### config.mk
export PLATFORM = sky130hd
export DESIGN_NAME = i2c_slave_rx
export DESIGN_NICKNAME = d
export VERILOG_FILES = /design/src/rtl/i2c_srx_pkg.sv /design/src/rtl/i2c_srx_sync.sv /design/src/rtl/i2c_srx_engine.sv /design/src/rtl/i2c_srx_regs.sv /design/src/rtl/i2c_slave_rx.sv
export SDC_FILE = /design/constraint.sdc
export NUM_CORES = 1
export LEC_CHECK = 0
export ABC_AREA = 1
export BUFFER_PORTS_ARGS = -buffer_cell sky130_fd_sc_hd__buf_2
export CAP_MARGIN = 10
export CELL_PAD_IN_SITES_DETAIL_PLACEMENT = 1
export CELL_PAD_IN_SITES_GLOBAL_PLACEMENT = 1
export CORE_MARGIN = 5
export CORE_UTILIZATION = 43
export CTS_CLUSTER_SIZE = 24
export DETAILED_ROUTE_END_ITERATION = 10
export PLACE_DENSITY = 0.77
export SLEW_MARGIN = 0
export SYNTH_ARGS = -nofsm -noshare
export SYNTH_HDL_FRONTEND = slang
export SYNTH_SLANG_ARGS = --single-unit
### constraint.sdc
create_clock -name clk -period 2.1 [get_ports clk]
set_input_delay 0.105 -clock clk [delete_from_list [all_inputs] [get_ports clk]]
set_output_delay 0.105 -clock clk [all_outputs]
set_load 0.01 [all_outputs]
### src/rtl/i2c_srx_pkg.sv
package i2c_srx_pkg;
  localparam int SEL_W  = 3;
  localparam int ADDR_W = 10;
  localparam int REG_W  = ADDR_W;
  localparam int BYTE_W = 8;

  localparam logic [SEL_W-1:0] SEL_STAT0 = 3'd0;
  localparam logic [SEL_W-1:0] SEL_STAT1 = 3'd1;
  localparam logic [SEL_W-1:0] SEL_CTRL  = 3'd2;
  localparam logic [SEL_W-1:0] SEL_DATA  = 3'd3;
  localparam logic [SEL_W-1:0] SEL_OWN   = 3'd4;

  localparam logic [4:0] TEN_BIT_PREFIX = 5'b11110;

  typedef enum logic [3:0] {
    ST_IDLE,
    ST_ADDR,
    ST_HDR_ACK,
    ST_ADDR_LO,
    ST_ADR_ACK,
    ST_DATA,
    ST_FULL_WAIT,
    ST_DAT_ACK,
    ST_SKIP
  } srx_state_e;
endpackage

### src/rtl/i2c_srx_sync.sv
module i2c_srx_sync #(
  parameter int STAGES = 2
) (
  input  logic clk,
  input  logic rst_n,
  input  logic scl_in,
  input  logic sda_in,
  output logic scl_s,
  output logic sda_s,
  output logic scl_rise,
  output logic scl_fall,
  output logic start_det,
  output logic stop_det
);
  logic [STAGES-1:0] scl_chain;
  logic [STAGES-1:0] sda_chain;
  logic              scl_d;
  logic              sda_d;

  for (genvar g = 0; g < STAGES; g++) begin : g_stage
    if (g == 0) begin : g_first
      always_ff @(posedge clk or negedge rst_n) begin
        if (!rst_n) begin
          scl_chain[g] <= 1'b1;
          sda_chain[g] <= 1'b1;
        end else begin
          scl_chain[g] <= scl_in;
          sda_chain[g] <= sda_in;
        end
      end
    end else begin : g_next
      always_ff @(posedge clk or negedge rst_n) begin
        if (!rst_n) begin
          scl_chain[g] <= 1'b1;
          sda_chain[g] <= 1'b1;
        end else begin
          scl_chain[g] <= scl_chain[g-1];
          sda_chain[g] <= sda_chain[g-1];
        end
      end
    end
  end

  assign scl_s = scl_chain[STAGES-1];
  assign sda_s = sda_chain[STAGES-1];

  always_ff @(posedge clk or negedge rst_n) begin
    if (!rst_n) begin
      scl_d <= 1'b1;
      sda_d <= 1'b1;
    end else begin
      scl_d <= scl_s;
      sda_d <= sda_s;
    end
  end

  assign scl_rise  =  scl_s & ~scl_d;
  assign scl_fall  = ~scl_s &  scl_d;
  assign start_det =  scl_s &  scl_d &  sda_d & ~sda_s;
  assign stop_det  =  scl_s &  scl_d & ~sda_d &  sda_s;
endmodule

### src/rtl/i2c_srx_engine.sv
module i2c_srx_engine
  import i2c_srx_pkg::*;
(
  input  logic              clk,
  input  logic              rst_n,
  input  logic              en,
  input  logic              ten_bit,
  input  logic [ADDR_W-1:0] own_addr,
  input  logic              sda_s,
  input  logic              scl_rise,
  input  logic              scl_fall,
  input  logic              start_det,
  input  logic              stop_det,
  input  logic              am_flag,
  input  logic              rx_full,
  output logic              set_am,
  output logic              set_stop,
  output logic              push,
  output logic [BYTE_W-1:0] rx_byte,
  output logic              sda_drive,
  output logic              scl_hold
);
  localparam int CNT_W = $clog2(BYTE_W + 1);
  localparam logic [CNT_W-1:0] LAST_BIT = CNT_W'(BYTE_W);

  srx_state_e        state_q, state_n;
  logic [CNT_W-1:0]  cnt_q, cnt_n;
  logic [BYTE_W-1:0] sh_q, sh_n;
  logic              hit_q, hit_n;
  logic              byte_done;
  logic              shifting;
  logic [BYTE_W-1:0] hdr_exp;
  logic [BYTE_W-1:0] seven_exp;

  assign hdr_exp   = {TEN_BIT_PREFIX, own_addr[9:8], 1'b0};
  assign seven_exp = {own_addr[6:0], 1'b0};
  assign byte_done = scl_fall && (cnt_q == LAST_BIT);
  assign shifting  = (state_q == ST_ADDR) || (state_q == ST_ADDR_LO) ||
                     (state_q == ST_DATA);

  always_comb begin
    state_n  = state_q;
    cnt_n    = cnt_q;
    sh_n     = sh_q;
    hit_n    = hit_q;
    set_am   = 1'b0;
    set_stop = 1'b0;
    push     = 1'b0;
    if (!en) begin
      state_n = ST_IDLE;
      hit_n   = 1'b0;
    end else if (start_det) begin
      state_n = ST_ADDR;
      cnt_n   = '0;
      hit_n   = 1'b0;
    end else if (stop_det) begin
      set_stop = hit_q;
      state_n  = ST_IDLE;
      hit_n    = 1'b0;
    end else begin
      if (shifting && scl_rise && (cnt_q != LAST_BIT)) begin
        sh_n  = {sh_q[BYTE_W-2:0], sda_s};
        cnt_n = cnt_q + 1'b1;
      end
      unique case (state_q)
        ST_ADDR: if (byte_done) begin
          if (ten_bit) begin
            state_n = (sh_q == hdr_exp) ? ST_HDR_ACK : ST_SKIP;
          end else if (sh_q == seven_exp) begin
            state_n = ST_ADR_ACK;
            set_am  = 1'b1;
            hit_n   = 1'b1;
          end else begin
            state_n = ST_SKIP;
          end
        end
        ST_HDR_ACK: if (scl_fall) begin
          state_n = ST_ADDR_LO;
          cnt_n   = '0;
        end
        ST_ADDR_LO: if (byte_done) begin
          if (sh_q == own_addr[7:0]) begin
            state_n = ST_ADR_ACK;
            set_am  = 1'b1;
            hit_n   = 1'b1;
          end else begin
            state_n = ST_SKIP;
          end
        end
        ST_ADR_ACK, ST_DAT_ACK: if (scl_fall) begin
          state_n = ST_DATA;
          cnt_n   = '0;
        end
        ST_DATA: if (byte_done) begin
          if (rx_full) begin
            state_n = ST_FULL_WAIT;
          end else begin
            push    = 1'b1;
            state_n = ST_DAT_ACK;
          end
        end
        ST_FULL_WAIT: if (!rx_full) begin
          push    = 1'b1;
          state_n = ST_DAT_ACK;
        end
        default: ;
      endcase
    end
  end

  always_ff @(posedge clk or negedge rst_n) begin
    if (!rst_n) begin
      state_q <= ST_IDLE;
      cnt_q   <= '0;
      sh_q    <= '0;
      hit_q   <= 1'b0;
    end else begin
      state_q <= state_n;
      cnt_q   <= cnt_n;
      sh_q    <= sh_n;
      hit_q   <= hit_n;
    end
  end

  assign rx_byte   = sh_q;
  assign sda_drive = (state_q == ST_HDR_ACK) || (state_q == ST_ADR_ACK) ||
                     (state_q == ST_DAT_ACK);
  assign scl_hold  = ((state_q == ST_DATA) && (cnt_q == '0) && am_flag) ||
                     (state_q == ST_FULL_WAIT);
endmodule

### src/rtl/i2c_srx_regs.sv
module i2c_srx_regs
  import i2c_srx_pkg::*;
(
  input  logic              clk,
  input  logic              rst_n,
  input  logic [SEL_W-1:0]  sel,
  input  logic              rd,
  input  logic              wr,
  input  logic [REG_W-1:0]  wdata,
  input  logic              set_am,
  input  logic              set_stop,
  input  logic              push,
  input  logic [BYTE_W-1:0] rx_byte,
  output logic              en,
  output logic              ten_bit,
  output logic [ADDR_W-1:0] own_addr,
  output logic              am_flag,
  output logic              rx_full,
  output logic              stop_flag,
  output logic [REG_W-1:0]  rdata
);
  logic [1:0]        ctl_q, ctl_n;
  logic [ADDR_W-1:0] own_q, own_n;
  logic [BYTE_W-1:0] dat_q, dat_n;
  logic              am_q, am_n;
  logic              rxf_q, rxf_n;
  logic              stp_q, stp_n;
  logic              arm_am_q, arm_am_n;
  logic              arm_stp_q, arm_stp_n;
  logic              rd_s0, rd_s1, rd_dat, wr_ctl, wr_own;

  assign rd_s0  = rd && (sel == SEL_STAT0);
  assign rd_s1  = rd && (sel == SEL_STAT1);
  assign rd_dat = rd && (sel == SEL_DATA);
  assign wr_ctl = wr && (sel == SEL_CTRL);
  assign wr_own = wr && (sel == SEL_OWN);

  always_comb begin
    ctl_n     = wr_ctl ? wdata[1:0] : ctl_q;
    own_n     = wr_own ? wdata : own_q;
    dat_n     = push ? rx_byte : dat_q;
    rxf_n     = push ? 1'b1 : (rd_dat ? 1'b0 : rxf_q);

    am_n      = am_q;
    if (set_am)                 am_n = 1'b1;
    else if (rd_s1 && arm_am_q) am_n = 1'b0;
    arm_am_n  = arm_am_q;
    if (rd_s0)      arm_am_n = am_q;
    else if (rd_s1) arm_am_n = 1'b0;

    stp_n     = stp_q;
    if (set_stop)                   stp_n = 1'b1;
    else if (wr_ctl && arm_stp_q)   stp_n = 1'b0;
    arm_stp_n = arm_stp_q;
    if (rd_s0)       arm_stp_n = stp_q;
    else if (wr_ctl) arm_stp_n = 1'b0;
  end

  always_ff @(posedge clk or negedge rst_n) begin
    if (!rst_n) begin
      ctl_q     <= '0;
      own_q     <= '0;
      dat_q     <= '0;
      am_q      <= 1'b0;
      rxf_q     <= 1'b0;
      stp_q     <= 1'b0;
      arm_am_q  <= 1'b0;
      arm_stp_q <= 1'b0;
    end else begin
      ctl_q     <= ctl_n;
      own_q     <= own_n;
      dat_q     <= dat_n;
      am_q      <= am_n;
      rxf_q     <= rxf_n;
      stp_q     <= stp_n;
      arm_am_q  <= arm_am_n;
      arm_stp_q <= arm_stp_n;
    end
  end

  always_comb begin
    rdata = '0;
    unique case (sel)
      SEL_STAT0: rdata[2:0]        = {stp_q, rxf_q, am_q};
      SEL_CTRL:  rdata[1:0]        = ctl_q;
      SEL_DATA:  rdata[BYTE_W-1:0] = dat_q;
      SEL_OWN:   rdata             = own_q;
      default:   rdata             = '0;
    endcase
  end

  assign en        = ctl_q[0];
  assign ten_bit   = ctl_q[1];
  assign own_addr  = own_q;
  assign am_flag   = am_q;
  assign rx_full   = rxf_q;
  assign stop_flag = stp_q;
endmodule

### src/rtl/i2c_slave_rx.sv
module i2c_slave_rx
  import i2c_srx_pkg::*;
#(
  parameter int SYNC_STAGES = 2
) (
  input  logic             clk,
  input  logic             rst_n,
  input  logic             scl_i,
  input  logic             sda_i,
  output logic             scl_oe,
  output logic             sda_oe,
  input  logic [SEL_W-1:0] reg_sel,
  input  logic             reg_rd,
  input  logic             reg_wr,
  input  logic [REG_W-1:0] reg_wdata,
  output logic [REG_W-1:0] reg_rdata
);
  logic [1:0]        rst_pipe;
  logic              rst_int_n;
  logic              scl_s, sda_s, scl_rise, scl_fall, start_det, stop_det;
  logic              en, ten_bit;
  logic [ADDR_W-1:0] own_addr;
  logic              am_flag, rx_full, stop_flag;
  logic              set_am, set_stop, push;
  logic [BYTE_W-1:0] rx_byte;

  always_ff @(posedge clk or negedge rst_n) begin
    if (!rst_n) rst_pipe <= 2'b00;
    else        rst_pipe <= {rst_pipe[0], 1'b1};
  end
  assign rst_int_n = rst_pipe[1];

  i2c_srx_sync #(.STAGES(SYNC_STAGES)) u_sync (
    .clk(clk), .rst_n(rst_int_n), .scl_in(scl_i), .sda_in(sda_i),
    .scl_s(scl_s), .sda_s(sda_s), .scl_rise(scl_rise), .scl_fall(scl_fall),
    .start_det(start_det), .stop_det(stop_det)
  );

  i2c_srx_engine u_engine (
    .clk(clk), .rst_n(rst_int_n), .en(en), .ten_bit(ten_bit),
    .own_addr(own_addr), .sda_s(sda_s), .scl_rise(scl_rise),
    .scl_fall(scl_fall), .start_det(start_det), .stop_det(stop_det),
    .am_flag(am_flag), .rx_full(rx_full), .set_am(set_am),
    .set_stop(set_stop), .push(push), .rx_byte(rx_byte),
    .sda_drive(sda_oe), .scl_hold(scl_oe)
  );

  i2c_srx_regs u_regs (
    .clk(clk), .rst_n(rst_int_n), .sel(reg_sel), .rd(reg_rd), .wr(reg_wr),
    .wdata(reg_wdata), .set_am(set_am), .set_stop(set_stop), .push(push),
    .rx_byte(rx_byte), .en(en), .ten_bit(ten_bit), .own_addr(own_addr),
    .am_flag(am_flag), .rx_full(rx_full), .stop_flag(stop_flag),
    .rdata(reg_rdata)
  );
endmodule

==> impl_metrics.json, run 1 <==
{
  "setup_viol": 0,
  "final-hold-violation-count": 0,
  "rsz0062_at_grt": "no",
  "final_cell_area_mm2": 0.00319,
  "setup_ws_ns": 0.282,
  "hp-class": "in2reg",
  "cts-root-buf": "clkbuf_8",
  "syn-num-nets": 379,
  "peakVddDrop_mv": 0.346,
  "post-route-period-util_pct": 86.6,
  "power.leakage_uw": 0.00162,
  "crit_fanout": 17,
  "power_density_mw_per_mm2": 701,
  "core-area_mm2": 0.00635,
  "numCtsBuffers": 5,
  "yosys_most_used_dff": "dfrtp_1",
  "dieArea_mm2": 0.00821,
  "hpwl_um": 5890,
  "seq_area_frac_synth_pct": 45.0,
  "dp_cells": 466,
  "final_cell_mix": "110 x nand2_1, 43 x inv_1, 43 x dfrtp_1",
  "holdPathStages": 2,
  "synth_area_mm2": 0.00280,
  "antenna_found_initial": 0,
  "routedWlPerCell_um": 15.9,
  "cp.arrival_ns": 2.01,
  "drt_iter0_markers": 99,
  "cts.sinks": 50,
  "final_nets": 420,
  "endpoint_kind": "flop",
  "die_height_um": 90.6,
  "clock_path_buffers": 2,
  "fin_crit_ns": 1.82,
  "synth_seq_cells": 50,
  "boundaryPins": 31,
  "start_util_pct": 44.0,
  "slew_violations": 0,
  "worst_ep_required_time_ns": 2.30,
  "dpl_cell_area_mm2": 0.00306,
  "max_slew_margin_pct": 66.6,
  "tightest_slew_ns": 0.502,
  "n_antenna_cell": 0,
  "pre_cts_ws_ns": 0.304,
  "cts_resized": 0,
  "grt_use_total_pct": 19.5,
  "final_common_cell": "nand2_1",
  "cts_setup_buffers": 0,
  "stdcell_count": 477,
  "hold_buffers": 3,
  "cts_tree": "built",
  "vias": 2450,
  "grt-ovfl-total": 0,
  "fin_skew_ns": 0.00508,
  "syn2layout_area_growth_pct": 14.3,
  "yosys_warnings": 0,
  "avgViaCountPerCell": 5.14,
  "htree_levels": 2,
  "rows": 29,
  "fillers": 821,
  "synth_edf_count": 0,
  "synth_cell_type_count": 36,
  "critPathLaunchType": "flop",
  "max-cap-violations": 0,
  "dr.pass1.iters": 4,
  "synthCells": 358,
  "syn_area_per_cell_um2": 7.81,
  "wl_um": 7570,
  "drt_drc_violations_left": 0,
  "grt_pass1_wl_um": 13000,
  "status": "complete, no violations",
  "critical_path_class": "reg2reg",
  "fmaxAchievable_ghz": 0.550,
  "grt_pass1_vias": 2684,
  "antenna_left": 0,
  "reg2regPathDepth": 9,
  "gp_congestion": 0.872,
  "clkLatencyLatePin_ns": 0.30,
  "final_util_pct": 50.3,
  "io_buffers": 30,
  "grt_start_max_net_pins": 29,
  "drive_gt1_share_pct": 22.0,
  "async_flop_share_pct": 100,
  "dieWidth_um": 90.6,
  "clkTransAtPathRegs_ns": 0.09,
  "fin_tns_setup_ns": 0
}
[state kept, by name, summed over array words and instances (netlist names), 2 cells and up]
name and cells:
u_regs.own_addr 10, u_engine.cnt_q 4, rst_pipe 2, u_regs.dat_q 8, u_regs.ctl_q 2, u_engine.state_q 4
u_engine.rx_byte 8
[final cells by class]
| class | count | area (um^2) | area share (%) |
|---|---|---|---|
| clock buffers | 7 | 76.3 | 2.39 |
| multi-input cells | 256 | 1320 | 41.2 |
| flip-flops and latches | 50 | 1260 | 39.4 |
| clock inverters | 1 | 30.0 | 0.940 |
| repair buffers | 37 | 223 | 6.97 |
| inverters | 49 | 191 | 5.99 |
| well taps | 77 | 96.3 | 3.02 |
[metrics by stage]
step | total power, uW | hold slack [ns]
after floorplan | 1410 | -0.191
after global placement | 1540 | -0.111
after detailed placement | 1560 | -0.109
after CTS | 2250 | 0.0233
after global routing | 2360 | 0.0223
final | 2240 | 0.0240
[synth_stat cells (6+ instances only)]
cell type | count | share of area (%)
inv_1 | 43 | 5.8
a21oi_1 | 9 | 1.6
o21ai_2 | 17 | 5.3
nand3_1 | 24 | 4.3
nand2_2 | 7 | 1.6
dfstp_2 | 6 | 5.6
nand4_1 | 6 | 1.3
nor2_1 | 34 | 4.6
o21ai_0 | 16 | 2.9
nand2_1 | 110 | 15
dfrtp_1 | 44 | 39
[path summary, 6_finish.rpt]
kind / to / start / slack [ns]
worst max-delay path: u_regs.dat_q[3] / u_engine.cnt_q[0] / 0.28
worst min-delay path: u_regs.own_addr[7] / reg_wdata[7] / 0.02
worst max register to register: u_regs.dat_q[3] / u_engine.cnt_q[0] / 0.28
worst min register to register: u_regs.arm_stp_q / rst_pipe[1] / 0.24
max in group asynchronous: u_sync.scl_d / rst_pipe[1] / 1.26
min in group asynchronous: rst_pipe[1] / rst_n / 0.09
[cells by family after synthesis]
| group | share of synthesized area [%] |
|---|---|
| other | 0.134 |
| adder cells (fa/ha/maj) | 0.895 |
| AO/OA/AOI/OAI | 12.0 |
| multiplexers | 0.403 |
| buffers and inverters | 7.83 |
| AND/OR/NAND/NOR | 32.1 |
| flip-flops | 45.0 |
| XOR/XNOR | 1.57 |
[power breakdown]
| part | total, uW | switching [uW] | internal, uW |
|---|---|---|---|
| clock | 689 | 331 | 357 |
| sequential | 1140 | 95.3 | 1050 |
| combinational | 408 | 256 | 151 |
[worst max-delay path, stage by stage, from the launching register on]
cell and delay [ns]:
dfrtp_1 0.42, inv_1 0.09, ha_1 0.18, inv_1 0.05, nor2_1 0.15, nand3_1 0.16
o21ai_2 0.21, nand3_4 0.24, nand2_1 0.16, o21ai_2 0.06
[layer usage]
layer / vias up / wire length [um] / track usage, %
met1: 1197 / 3500 / 25.5
met5: - / 0 / 0
li1: 1219 / - / -
met2: 26 / 3810 / 33.3
met3: 8 / 135 / 2.83
met4: 0 / 122 / 5.33
No activity file was read; power rests on OpenSTA's default activity.
==> run 2, diff against run 1 <==
- BUFFER_PORTS_ARGS: -buffer_cell sky130_fd_sc_hd__buf_2 -> -buffer_cell sky130_fd_sc_hd__buf_4
==> impl_metrics.json, run 2 (synthesized netlist as in run 1, its figures left out) <==
{
  "status": "complete, no violations",
  "rsz0062_at_grt": "no",
  "crit-reg2reg-launch": "u_engine.cnt_q[0]",
  "largest_register_ffs": 10,
  "max-cap-violations": 0,
  "fin_skew_ns": 0.00362,
  "n_antenna_cell": 0,
  "hp-class": "in2reg",
  "dp_cells": 466,
  "power.leakage_uw": 0.00163,
  "reg2reg_slack_ns": 0.34,
  "grt_pass1_vias": 2670,
  "cts_tree": "built",
  "dieArea_mm2": 0.00821,
  "crit_slowest_cell": "dfrtp_1",
  "antenna_found_initial": 0,
  "dieWidth_um": 90.6,
  "setup_viol": 0,
  "fin_tns_setup_ns": 0,
  "grt_use_total_pct": 18.9,
  "critical_path_class": "reg2reg",
  "grt-ovfl-total": 0,
  "min_to": "u_regs.own_addr[7]",
  "final_common_cell": "nand2_1",
  "htree_levels": 2,
  "fin_crit_ns": 1.76,
  "clkTransAtPathRegs_ns": 0.09,
  "syn2layout_area_growth_pct": 16.1,
  "final_nets": 420,
  "fillers": 831,
  "routedWlPerCell_um": 15.6,
  "worst_ep_required_time_ns": 2.29,
  "boundaryPins": 31,
  "cp.arrival_ns": 1.95,
  "final_cell_mix": "110 x nand2_1, 43 x inv_1, 43 x dfrtp_1",
  "hpwl_um": 5900,
  "cts.sinks": 50,
  "vias": 2456,
  "crit_fanout": 17,
  "core-area_mm2": 0.00635,
  "antenna_left": 0,
  "crit_path_cell_trace": "inv_1 -> ha_1 -> inv_1 -> nor2_1 -> nand3_1 -> o21ai_2 -> nand3_4 -> nand2_1 -> o21ai_2",
  "numCtsBuffers": 5,
  "cts-root-buf": "clkbuf_8",
  "cts_setup_buffers": 0,
  "grt-busiest-layer": "met2",
  "avgViaCountPerCell": 5.15,
  "seq_area_mm2": 0.00126,
  "dr.pass1.iters": 4,
  "endpoint_kind": "flop",
  "io_buffers": 30,
  "r2r-end": "u_regs.dat_q[7]",
  "peakVddDrop_mv": 0.303,
  "clock_path_buffers": 2,
  "fmaxAchievable_ghz": 0.569,
  "wl_um": 7440,
  "grt_pass1_wl_um": 12800,
  "die_height_um": 90.6,
  "critPathLaunchType": "flop",
  "start_util_pct": 44.0,
  "stdcell_count": 477,
  "final-hold-violation-count": 0,
  "post-route-period-util_pct": 83.7,
  "grt_start_max_net_pins": 20,
  "multiInputGateArea_mm2": 0.00132,
  "gp_congestion": 0.864,
  "use_met1_pct": 23.6,
  "drive_gt1_share_pct": 22.5,
  "grt_use_met3_pct": 2.92,
  "power_density_mw_per_mm2": 664,
  "holdPathStages": 2,
  "slowest_delay_ns": 0.42,
  "drt_drc_violations_left": 0,
  "drt_iter0_markers": 77,
  "rows": 29,
  "clkLatencyLatePin_ns": 0.30,
  "reg2regPathDepth": 9,
  "slew_violations": 0,
  "holdCritStartpoint": "reg_wdata[7]",
  "grt.met2_usage_pct": 34.0,
  "crit_start": "u_engine.cnt_q[0]"
}
## run 2: report_power, final
part	internal (uW)	switching [uW]
clock network	266	327
registers	1050	92.7
logic	164	255
total	1480	676
## run 2: stage by stage
step | area (um^2) | total power (uW) | util [%] | hold WS [ns] | setup WS [ns]
after CTS | 3250 | 2180 | 51.1 | 0.0296 | 0.350
after detailed placement | 3120 | 1580 | 49.1 | -0.111 | 0.361
after global placement | 3120 | 1560 | 49.1 | -0.113 | 0.450
final | 3250 | 2150 | 51.1 | 0.0336 | 0.342
after global routing | 3250 | 2280 | 51.1 | 0.0349 | 0.146
after floorplan | 2800 | 1410 | - | -0.191 | 0.559
## run 2: timing repair
action,CTS,global route
hold endpoints to repair,4,0
hold buffers,3,0
gates resized for setup,0,0
## run 2: worst max-delay path, delay by kind of cell, from the launching register on
kind	cells	cell delay [ns]
flip-flops	1	0.42
AND/OR/NAND/NOR	4	0.67
adder cells (fa/ha/maj)	1	0.17
buffers and inverters	2	0.13
AO/OA/AOI/OAI	2	0.25
## run 2: layer usage
layer | wire [um] | share of wire [%] | up-vias
met5 | 0 | 0 | -
met4 | 55 | 0.74 | 0
met3 | 225 | 3.0 | 4
met2 | 3800 | 51 | 28
met1 | 3370 | 45 | 1203
li1 | - | - | 1221
## run 2: final cells by class
cell class              instances  share of cell area [%]
flip-flops and latches         50                    38.8
repair buffers                 37                    8.79
clock inverters                 2                   0.386
inverters                      49                    5.90
multi-input cells             256                    40.6
clock buffers                   6                    2.54
well taps                      77                    2.97
## run 2: worst max-delay path by stage
stage | slack [ns] | end | cells after the start
after floorplan | 0.56 | u_regs.dat_q[5] | 10
after global placement | 0.45 | u_regs.dat_q[4] | 9
after detailed placement | 0.36 | u_regs.dat_q[7] | 9
after CTS | 0.35 | u_regs.dat_q[7] | 9
after global routing | 0.15 | u_regs.dat_q[0] | 9
final | 0.34 | u_regs.dat_q[7] | 9
==> run 3, diff against run 2 <==
- CORE_UTILIZATION: 43 -> 39
- PLACE_DENSITY: 0.77 -> 0.74
- clock period: 2.1 -> 1.56 ns (I/O delays scaled with it)
==> impl_metrics.json, run 3 (synthesized netlist as in run 1, its figures left out) <==
{
  "p_total_uw": 3170,
  "critPathLaunchType": "flop",
  "violations": "negative setup slack",
  "start_util_pct": 40.7,
  "clkTransAtPathRegs_ns": 0.09,
  "hpwl_um": 5880,
  "grt_use_total_pct": 18.8,
  "fmaxAchievable_ghz": 0.624,
  "cts_tree": "built",
  "drt_drc_violations_left": 0,
  "slowest_delay_ns": 0.55,
  "vias": 2592,
  "cts.sinks": 50,
  "routedWlPerCell_um": 15.8,
  "setup_viol": 10,
  "grt_start_max_net_pins": 34,
  "hold_ws_ns": 0.00716,
  "crit_slowest_cell": "dfstp_2",
  "fin_skew_ns": 0.00557,
  "numCtsBuffers": 5,
  "seq_area_mm2": 0.00126,
  "core-area_mm2": 0.00687,
  "final_nets": 438,
  "cts-root-buf": "clkbuf_8",
  "cp.arrival_ns": 1.79,
  "stdcell_count": 514,
  "status": "finished with violations",
  "pre_cts_ws_ns": -0.109,
  "antenna_found_initial": 0,
  "fin_crit_ns": 1.60,
  "io_buffers": 30,
  "crit_fanout": 4,
  "drt_iter0_markers": 95,
  "drive_gt1_share_pct": 32.5,
  "avgViaCountPerCell": 5.04,
  "dp_cells": 491,
  "n_antenna_cell": 0,
  "rows": 30,
  "dieWidth_um": 94.7,
  "rsz0062_at_grt": "yes",
  "power_density_mw_per_mm2": 878,
  "power.leakage_uw": 0.00173,
  "final-hold-violation-count": 0,
  "multiInputGateArea_mm2": 0.00149,
  "final_util_pct": 52.6,
  "antenna_left": 0,
  "clkLatencyLatePin_ns": 0.30,
  "endpoint_kind": "flop",
  "critical_path_class": "reg2reg",
  "final_common_cell": "nand2_1",
  "htree_levels": 2,
  "grt_pass1_vias": 2674,
  "boundaryPins": 31,
  "worst_ep_required_time_ns": 1.75,
  "final_cell_mix": "103 x nand2_1, 46 x buf_4, 40 x dfrtp_1",
  "grt-ovfl-total": 0,
  "crit_path_cell_trace": "inv_1 -> nor2_2 -> nand3_4 -> o21ai_4 -> nand3_2 -> nand2_1 -> o21ai_2",
  "gp_congestion": 0.854,
  "largest_register_ffs": 10,
  "crit_buf_inv": 1,
  "wl_um": 8100,
  "slew_violations": 0,
  "grt_pass1_wl_um": 13100,
  "die_height_um": 94.7,
  "dr.pass1.iters": 4,
  "dieArea_mm2": 0.00896,
  "clock_path_buffers": 2,
  "fillers": 863,
  "post-route-period-util_pct": 103,
  "max-cap-violations": 0,
  "crit_family": "simple AND/OR/NAND/NOR gates",
  "peakVddDrop_mv": 0.443,
  "syn2layout_area_growth_pct": 29.2,
  "setup_ws_ns": -0.0417,
  "hp-class": "in2reg"
}
[run 3: through the flow]
| stage | cell area, um^2 | setup TNS [ns] |
|---|---|---|
| after floorplan | 2800 | 0 |
| after global placement | 3200 | -0.211 |
| after detailed placement | 3200 | -1.14 |
| after CTS | 3450 | -0.00313 |
| after global routing | 3610 | -1.89 |
| final | 3610 | -0.248 |
[run 3: per-layer routing]
metal	GRT usage [%]	routed length (um)
met3	2.79	142
met5	0	0
met4	3.97	100
met1	23.4	3590
met2	34.2	4270
[run 3: repair_timing]
| item | in CTS | in global routing |
|---|---|---|
| hold endpoints to repair | 4 | 0 |
| hold buffers | 3 | 0 |
| pin swaps | 6 | 9 |
| endpoints found under the setup margin | 25 | 28 |
| resized for setup | 16 | 30 |
| setup buffers | 3 | 6 |
| cloned | 2 | 1 |
[run 3: path summary, 6_finish.rpt]
kind / startpoint / to / slack, ns / cells past startpoint
max reg2reg: u_sync.scl_d / u_regs.dat_q[0] / -0.04 / 7
min: reg_wdata[7] / u_regs.own_addr[7] / 0.007 / 2
max in group asynchronous: rst_pipe[1] / u_sync.sda_d / 0.79 / 1
min in group asynchronous: rst_n / rst_pipe[1] / 0.09 / 2
min reg2reg: rst_pipe[1] / u_regs.ctl_q[1] / 0.20 / 0
max: u_sync.scl_d / u_regs.dat_q[0] / -0.04 / 7
[run 3: final cells by class]
cell class,instances,share of cell area [%]
multi-input cells,258,41.2
flip-flops and latches,50,35.0
repair buffers,52,11.8
inverters,49,5.51
well taps,96,3.33
clock buffers,7,2.11
clock inverters,1,0.832
repair inverters,1,0.243
[run 3: report_power, final]
group	total, uW	internal, uW	leakage [uW]	switching (uW)
sequential	1540	1410	0.000631	133
clock	904	481	0.0000524	424
combinational	722	296	0.00105	426
total	3170	2190	0.00173	982
